==> config.mk <==
export PLATFORM = sky130hd
export DESIGN_NAME = mode_addr_decoder
export DESIGN_NICKNAME = d
export VERILOG_FILES = /design/src/rtl/addr_dec_pkg.sv /design/src/rtl/mode_latch.sv /design/src/rtl/vec_remap.sv /design/src/rtl/region_decode.sv /design/src/rtl/mode_addr_decoder.sv
export SDC_FILE = /design/constraint.sdc
export NUM_CORES = 1
export LEC_CHECK = 0
export BUFFER_PORTS_ARGS = -buffer_cell sky130_fd_sc_hd__buf_2
export CORE_AREA = 2 2 39 41
export DETAILED_ROUTE_END_ITERATION = 10
export DIE_AREA = 0 0 41 43
export HOLD_SLACK_MARGIN = 0.1
export PLACE_DENSITY = 0.71
export SYNTH_ARGS = -nofsm -noshare
export SYNTH_HDL_FRONTEND = slang
export SYNTH_HIERARCHICAL = 1
export SYNTH_SLANG_ARGS = --single-unit
==> constraint.sdc <==
create_clock -name clk -period 1.88 [get_ports clk]
set_input_delay 0.376 -clock clk [delete_from_list [all_inputs] [get_ports clk]]
set_output_delay 0.376 -clock clk [all_outputs]
set_load 0.05 [all_outputs]
==> src/rtl/addr_dec_pkg.sv <==
package addr_dec_pkg;

    typedef enum logic [1:0] {
        MODE_BOOT   = 2'b00,
        MODE_SINGLE = 2'b01,
        MODE_TEST   = 2'b10,
        MODE_EXPAND = 2'b11
    } op_mode_e;

    localparam int SEL_N    = 5;
    localparam int SEL_REG  = 0;
    localparam int SEL_RAM  = 1;
    localparam int SEL_BOOT = 2;
    localparam int SEL_ROM  = 3;
    localparam int SEL_EXT  = 4;

    typedef struct packed {
        op_mode_e mode;
    } latch_st_t;

endpackage

==> src/rtl/mode_latch.sv <==
module mode_latch
    import addr_dec_pkg::*;
(
    input  logic     clk,
    input  logic     rst_n,
    input  logic [1:0] mode_pins_i,
    output op_mode_e mode_o
);

    latch_st_t st_d;
    latch_st_t st_q;

    always_comb begin
        st_d = st_q;
        if (!rst_n) begin
            st_d.mode = op_mode_e'(mode_pins_i);
        end
    end

    always_ff @(posedge clk) begin
        st_q <= st_d;
    end

    assign mode_o = st_q.mode;

endmodule

==> src/rtl/vec_remap.sv <==
module vec_remap
    import addr_dec_pkg::*;
#(
    parameter int ADDR_W    = 16,
    parameter int REMAP_BIT = 14
) (
    input  op_mode_e          mode_i,
    input  logic [ADDR_W-1:0] addr_i,
    input  logic              vec_fetch_i,
    output logic [ADDR_W-1:0] eff_addr_o
);

    logic remap_mode;

    always_comb begin
        remap_mode = (mode_i == MODE_BOOT) || (mode_i == MODE_TEST);
        eff_addr_o = addr_i;
        if (vec_fetch_i && remap_mode) begin
            eff_addr_o[REMAP_BIT] = 1'b0;
        end
    end

endmodule

==> src/rtl/region_decode.sv <==
module region_decode
    import addr_dec_pkg::*;
#(
    parameter int ADDR_W    = 16,
    parameter int REG_BASE  = 'h1000,
    parameter int REG_SIZE  = 'h0080,
    parameter int RAM_BASE  = 'h0000,
    parameter int RAM_SIZE  = 'h0200,
    parameter int BOOT_BASE = 'hBF00,
    parameter int BOOT_SIZE = 'h0100,
    parameter int ROM_BASE  = 'hC000,
    parameter int ROM_SIZE  = 'h4000
) (
    input  op_mode_e          mode_i,
    input  logic [ADDR_W-1:0] eff_addr_i,
    output logic [SEL_N-1:0]  sel_o
);

    localparam int N_INT = 4;
    localparam int unsigned LO [N_INT] = '{REG_BASE, RAM_BASE, BOOT_BASE, ROM_BASE};
    localparam int unsigned HI [N_INT] = '{REG_BASE + REG_SIZE, RAM_BASE + RAM_SIZE,
                                           BOOT_BASE + BOOT_SIZE, ROM_BASE + ROM_SIZE};

    logic [31:0]      addr_w;
    logic [N_INT-1:0] hit;
    logic [N_INT-1:0] en;

    assign addr_w = 32'(eff_addr_i);

    for (genvar g = 0; g < N_INT; g++) begin : g_hit
        assign hit[g] = (addr_w >= LO[g]) && (addr_w < HI[g]);
    end

    always_comb begin
        en           = '1;
        en[SEL_BOOT] = (mode_i == MODE_BOOT);
        en[SEL_ROM]  = (mode_i != MODE_EXPAND);
    end

    always_comb begin
        logic taken;
        taken = 1'b0;
        sel_o = '0;
        for (int i = 0; i < N_INT; i++) begin
            if (!taken && hit[i] && en[i]) begin
                sel_o[i] = 1'b1;
                taken    = 1'b1;
            end
        end
        if (!taken) begin
            sel_o[SEL_EXT] = 1'b1;
        end
    end

endmodule

==> src/rtl/mode_addr_decoder.sv <==
module mode_addr_decoder
    import addr_dec_pkg::*;
#(
    parameter int ADDR_W    = 16,
    parameter int REMAP_BIT = 14
) (
    input  logic              clk,
    input  logic              rst_n,
    input  logic [1:0]        mode_pins_i,
    input  logic [ADDR_W-1:0] addr_i,
    input  logic              vec_fetch_i,
    output logic [ADDR_W-1:0] eff_addr_o,
    output logic [SEL_N-1:0]  sel_o
);

    op_mode_e mode_w;

    mode_latch u_latch (
        .clk         (clk),
        .rst_n       (rst_n),
        .mode_pins_i (mode_pins_i),
        .mode_o      (mode_w)
    );

    vec_remap #(
        .ADDR_W    (ADDR_W),
        .REMAP_BIT (REMAP_BIT)
    ) u_remap (
        .mode_i      (mode_w),
        .addr_i      (addr_i),
        .vec_fetch_i (vec_fetch_i),
        .eff_addr_o  (eff_addr_o)
    );

    region_decode #(
        .ADDR_W (ADDR_W)
    ) u_decode (
        .mode_i     (mode_w),
        .eff_addr_i (eff_addr_o),
        .sel_o      (sel_o)
    );

endmodule

======== After elaboration in Yosys (flattened, before gate mapping) ========
Index checks and enable logic that the tools add are counted.
storage, ports and cells
  logic and storage cells ................. 35
  input port bits ......................... 21
  latch bits .............................. 0
  register bits ........................... 2
  output and inout bits ................... 21
  memory bits (writable) .................. 0
  ROM bits ................................ 0
  memories kept ........................... 0
cells by class
  equal/unequal tests ..................... 2
  divide/modulo/power cells ............... 0
  reductions and logical operators ........ 15
  order comparisons ....................... 8
  add/sub/neg operators ................... 0
  multipliers ............................. 0
  shift operators ......................... 0
  bitwise logic cells ..................... 0
  multiplexer cells ....................... 9
operators by type and width
  cell                                                                  number
  greater-or-equal comparator 16 bit (second input constant)            2
  < comparator 16 x 17 -> 1 bit (second input constant)                 1
  greater-or-equal comparator 16 x 1 -> 1 bit (second input constant)   1
  greater-or-equal comparator 16 x 13 -> 1 bit (second input constant)  1
  < comparator 16 x 10 -> 1 bit (second input constant)                 1
  < comparator 16 x 13 -> 1 bit (second input constant)                 1
  < comparator 16 bit (second input constant)                           1
  logical AND 1 bit                                                     10
  two-way mux 1 bit                                                     9
  zero test 1 bit                                                       3
  == test 2 bit (second input constant)                                 1
  zero test 2 bit                                                       1
  != test 2 bit (second input constant)                                 1
  logical OR 1 bit                                                      1

======== Logic depth before layout (Yosys ltp) ========
  depth after elaboration ................. 19
  depth in mapped cells ................... 5
  gate-level depth less buffers ........... 5

======== By module ========
The synthesis kept the hierarchy.
by module, submodules not included
  module         times used  area an instance (µm²)  sequential area each (µm²)  cells each
  vec_remap      1           123.9                   0.0                         17
  region_decode  1           86.3                    0.0                         13
  mode_latch     1           63.8                    60.1                        3

======== Worst setup path after synthesis ========
No wires, ideal clock.
  path type ............................... register to output
  start point ............................. register u_latch.st_q, in the netlist u_latch/mode_o[0]
  end point ............................... output port sel_o[4]
  arrival ................................. 3.272 ns
  path slack .............................. -1.768 ns
  required time ........................... 1.504 ns
  stages on the path, launching flop included .. 6
  buffers on the path ..................... 0
  path through ............................ edfxtp_1 inv_1 a21boi_1 nand4b_1 nor4_1 nor3b_1
on the way
  cells in the longest elaborated chain, start to end .. 19
  elaborated cells on any way between the ends .. 31
  classes of those cells .................. order compare: 8; eq/ne: 2; mux: 6; reduce/logical: 15
RTL lines
  item                                                                                                  RTL line                 text
  from (decl)                                                                                           mode_latch.sv:11         latch_st_t st_q;
  from (signal assigned)                                                                                mode_latch.sv:21         st_q <= st_d;
  == test 2 bit / zero test 2 bit (equally long branches)                                               vec_remap.sv:16          remap_mode = (mode_i == MODE_BOOT) || (mode_i == MODE_TEST);
  logical OR 1 bit (*)                                                                                  vec_remap.sv:16
  logical AND 1 bit (*)                                                                                 vec_remap.sv:18          if (vec_fetch_i && remap_mode) begin
  two-way mux 1 bit (*)                                                                                 vec_remap.sv:18
  named net eff_addr_o[14]                                                                              mode_addr_decoder.sv:12  output logic [ADDR_W-1:0] eff_addr_o,
  greater-or-equal comparator 16 x 13 -> 1 bit / < comparator 16 x 13 -> 1 bit (equally long branches)  region_decode.sv:31      assign hit[g] = (addr_w >= LO[g]) && (addr_w < HI[g]);
  logical AND 1 bit                                                                                     region_decode.sv:31
  two-way mux 1 bit                                                                                     region_decode.sv:45      if (!taken && hit[i] && en[i]) begin
  [... 2 more ...]                                                                                      n/a
  two-way mux 1 bit                                                                                     region_decode.sv:45
  zero test 1 bit                                                                                       region_decode.sv:45
  logical AND 1 bit (2 in a row)                                                                        region_decode.sv:45
  two-way mux 1 bit                                                                                     region_decode.sv:45
  zero test 1 bit                                                                                       region_decode.sv:45
  logical AND 1 bit (2 in a row)                                                                        region_decode.sv:45
  two-way mux 1 bit (*)                                                                                 region_decode.sv:45
  two-way mux 1 bit (*)                                                                                 region_decode.sv:50      if (!taken) begin
  to (decl)                                                                                             mode_addr_decoder.sv:13  output logic [SEL_N-1:0] sel_o
Mark *: on every way through the listed nets, which the timed path passes. The rest lies on a longest branch.

======== Worst setup path after layout ========
  start point ............................. register u_latch.st_q, in the netlist u_latch/mode_o[0]
  end point ............................... output port sel_o[4]
on the way
  cells in the longest elaborated chain, start to end .. 19
  elaborated cells on any way between the ends .. 31
  classes of those cells .................. order compare: 8; eq/ne: 2; mux: 6; reduce/logical: 15
RTL lines
  item                                                                                                  RTL line
  == test 2 bit / zero test 2 bit (equally long branches)                                               vec_remap.sv:16, region_decode.sv:36
  logical OR 1 bit                                                                                      vec_remap.sv:16
  logical AND 1 bit                                                                                     vec_remap.sv:18
  two-way mux 1 bit                                                                                     vec_remap.sv:18
  greater-or-equal comparator 16 x 13 -> 1 bit / < comparator 16 x 13 -> 1 bit (equally long branches)  region_decode.sv:31
  logical AND 1 bit                                                                                     region_decode.sv:31
  two-way mux 1 bit                                                                                     region_decode.sv:45
  zero test 1 bit                                                                                       region_decode.sv:45
  logical AND 1 bit                                                                                     region_decode.sv:45
  two-way mux 1 bit                                                                                     region_decode.sv:45
  zero test 1 bit                                                                                       region_decode.sv:45
  logical AND 1 bit (2 in a row)                                                                        region_decode.sv:45
  two-way mux 1 bit                                                                                     region_decode.sv:45
  zero test 1 bit                                                                                       region_decode.sv:45
  logical AND 1 bit (2 in a row)                                                                        region_decode.sv:45
  two-way mux 1 bit (*)                                                                                 region_decode.sv:45
  two-way mux 1 bit (*)                                                                                 region_decode.sv:50
Every way passes the cells marked *; elsewhere a longest branch is shown, timed or not.

==> run metrics <==
outcome complete, no violations; WL/cell 11.0 um; number of placement rows 14; total global routing track utilization around a tenth; number of global-route vias before repair roughly 280; category of the worst setup path capture point output pin; CTS tree built; unrepaired setup endpoints after global routing yes; Setup-failing EPs final 0; number of remaining DRC errors 0; die outline width between 40 and 50 um; number of I/O port buffers 27; Final nets 75; global-route wire length before repair approximately 1.1 mm; Detail Placement HPWL slightly above 600 um; Vert. Die Dim 43 um; commonest cells after routing, fill and taps aside buf_2, clkbuf_4, buf_6, buf_4; Area growth syn-to-layout 72.6%; post-synth cell types 15; number of max-slew violations in the final report 0; signal arrival time at the worst endpoint 1490 ps; dominant delay contributor by cell family on the critical path simple AND/OR/NAND/NOR gates; pin count of the biggest net entering global routing 6; crit path buf inv count 2; Min Clock Period, post-route roughly 1900 ps; worst slew slack as a fraction of its limit 78.6%; post-synthesis net count 54; clock-pin slew on the worst setup and hold paths 30 ps; dominant cells by area after synthesis buf_4, edfxtp_1, nor4b_2; endpoints failing hold 0; synth warn 6; CTS H-tree lvls 1; Startpoint Class register; via-per-instance ratio 4.10; FF+latch count, synth 2; average cell area after synthesis roughly 8.3 um^2; pwr dens 564 mW/mm^2; count of non-filler cells in the finished layout slightly below 70; fraction of layout instances using a drive strength above 1 82.7%; most common library cell in the layout ignoring fill and taps buf_2; Starting Density just under 20%; Num Clock Sinks 2; share of the yosys chip area belonging to registers around 22%; data required time at the worst endpoint roughly 1500 ps; Initial DRC Count 2; initial antenna violation count 0; max capacitance violation total 0; cell breakdown of the critical path inv_2 > a21boi_4 > nand4b_1 > nor4_4 > nor3b_4 > buf_6; ant diodes 0; max reg flops 2; fraction of the core area covered by cells at the end of the flow between 30% and 40%; Min-Delay Path Class primary input to register; leakage power 0.222 nW; Tightest Pin Transition approximately 320 ps; number of buffers on the longest clock path 2; drt first pass iters 4; placed insts 64; core box area about 0.0014 mm^2; final weighted congestion of routability-driven global placement around 0.63; met2 layer usage reported by global route 14.7%; GR met3 Demand/Resource 4.19%; gr ovfl total 0; maximum clock rate 535 MHz; stage delay of the slowest cell on the critical path about 400 ps; number of CTS-inserted buffers 3; GR Layer Usage met1 10.3%; Die Footprint 0.00176 mm^2; Most Used Layer, Global Route met2; Synth top area share 41.1%; hold-fix buffer count after cts 0; Max rail drop VDD between 0.3 and 0.4 mV; worst-path cell with the longest stage delay edfxtp_1; class of the most critical setup path register to output pin; CTS root buf clkbuf_4; biggest area consumer among synthesized cells buf_4; netlist area before placement roughly 270 um^2; via count of the routed design 279; Detailed Route WL 750 um; maximum fanout along the worst path 3; number of routed nets with antenna violations 0; cell count after synthesis 33; final cycle utilization of the critical path slightly below 100%; Top-Level Pins 42
==> final timing paths <==
kind	from	to	slack, ps	cells past startpoint
max	u_latch/mode_o[0]	sel_o[4]	10	6
min	mode_pins_i[0]	u_latch/mode_o[0]	330	1
==> cells in the mapped netlist <==
cell type and instances:
a21boi_1 1, a21oi_1 1, buf_4 15, edfxtp_1 2, inv_1 2, nand2_1 2, nand3_1 1, nand4_1 1
nand4b_1 1, nor2_1 2, nor3b_1 1, nor4_1 1, nor4_2 1, nor4b_2 1, o21ai_0 1
==> power by group <==
group	internal, W	switching [W]	leakage, nW
Clock	0.0000703	0.0000229	0.0138
Sequential	0.0000537	0.00000381	0.0196
Combinational	0.0000369	0.0000790	0.188
Total	0.000161	0.000106	0.222
==> logic make-up (layout without fill, tap and decap cells) <==
family          count (synthesis)  after routing  share of synthesized area (%)
simple gates                   11             11                           27.9
buf+inv                        17             36                           43.8
compound gates                  3              3                           6.39
flops                           2              2                           21.9
==> through the flow <==
stage	hold slack, ps	total power [W]	worst slack, ps	setup TNS (ps)	cell area, um^2
after floorplan	475	0.000185	-290	-568	334
after global placement	552	0.000165	-11.4	-11.4	399
after detailed placement	556	0.000166	-26.3	-26.3	399
after CTS	323	0.000267	-109	-118	452
after global routing	311	0.000286	-98.9	-297	473
final	331	0.000267	11.2	0	473
==> layer usage <==
layer,vias to the layer above,part of all wire (%),routed length (um)
met5,-,0,0
met4,0,0,0
met3,0,12,87
met2,21,55,410
met1,120,34,252
li1,138,-,-
==> what timing repair did <==
action                     4_1_cts  5_1_grt
setup endpoints to repair        4        4
setup buffers                    0        1
pin swaps                        1        2
resized for setup                9        3
hold endpoints to repair         0        0
==> cell type report <==
cell class / instances / area (um^2)
clock buffer: 3 / 22.5
fill: 154 / 911
inverter: 2 / 7.51
multi-input combinational: 14 / 170
sequential: 2 / 60.1
tap: 16 / 20.0
timing repair buffer: 31 / 193
(Power assumes the default switching activity.)
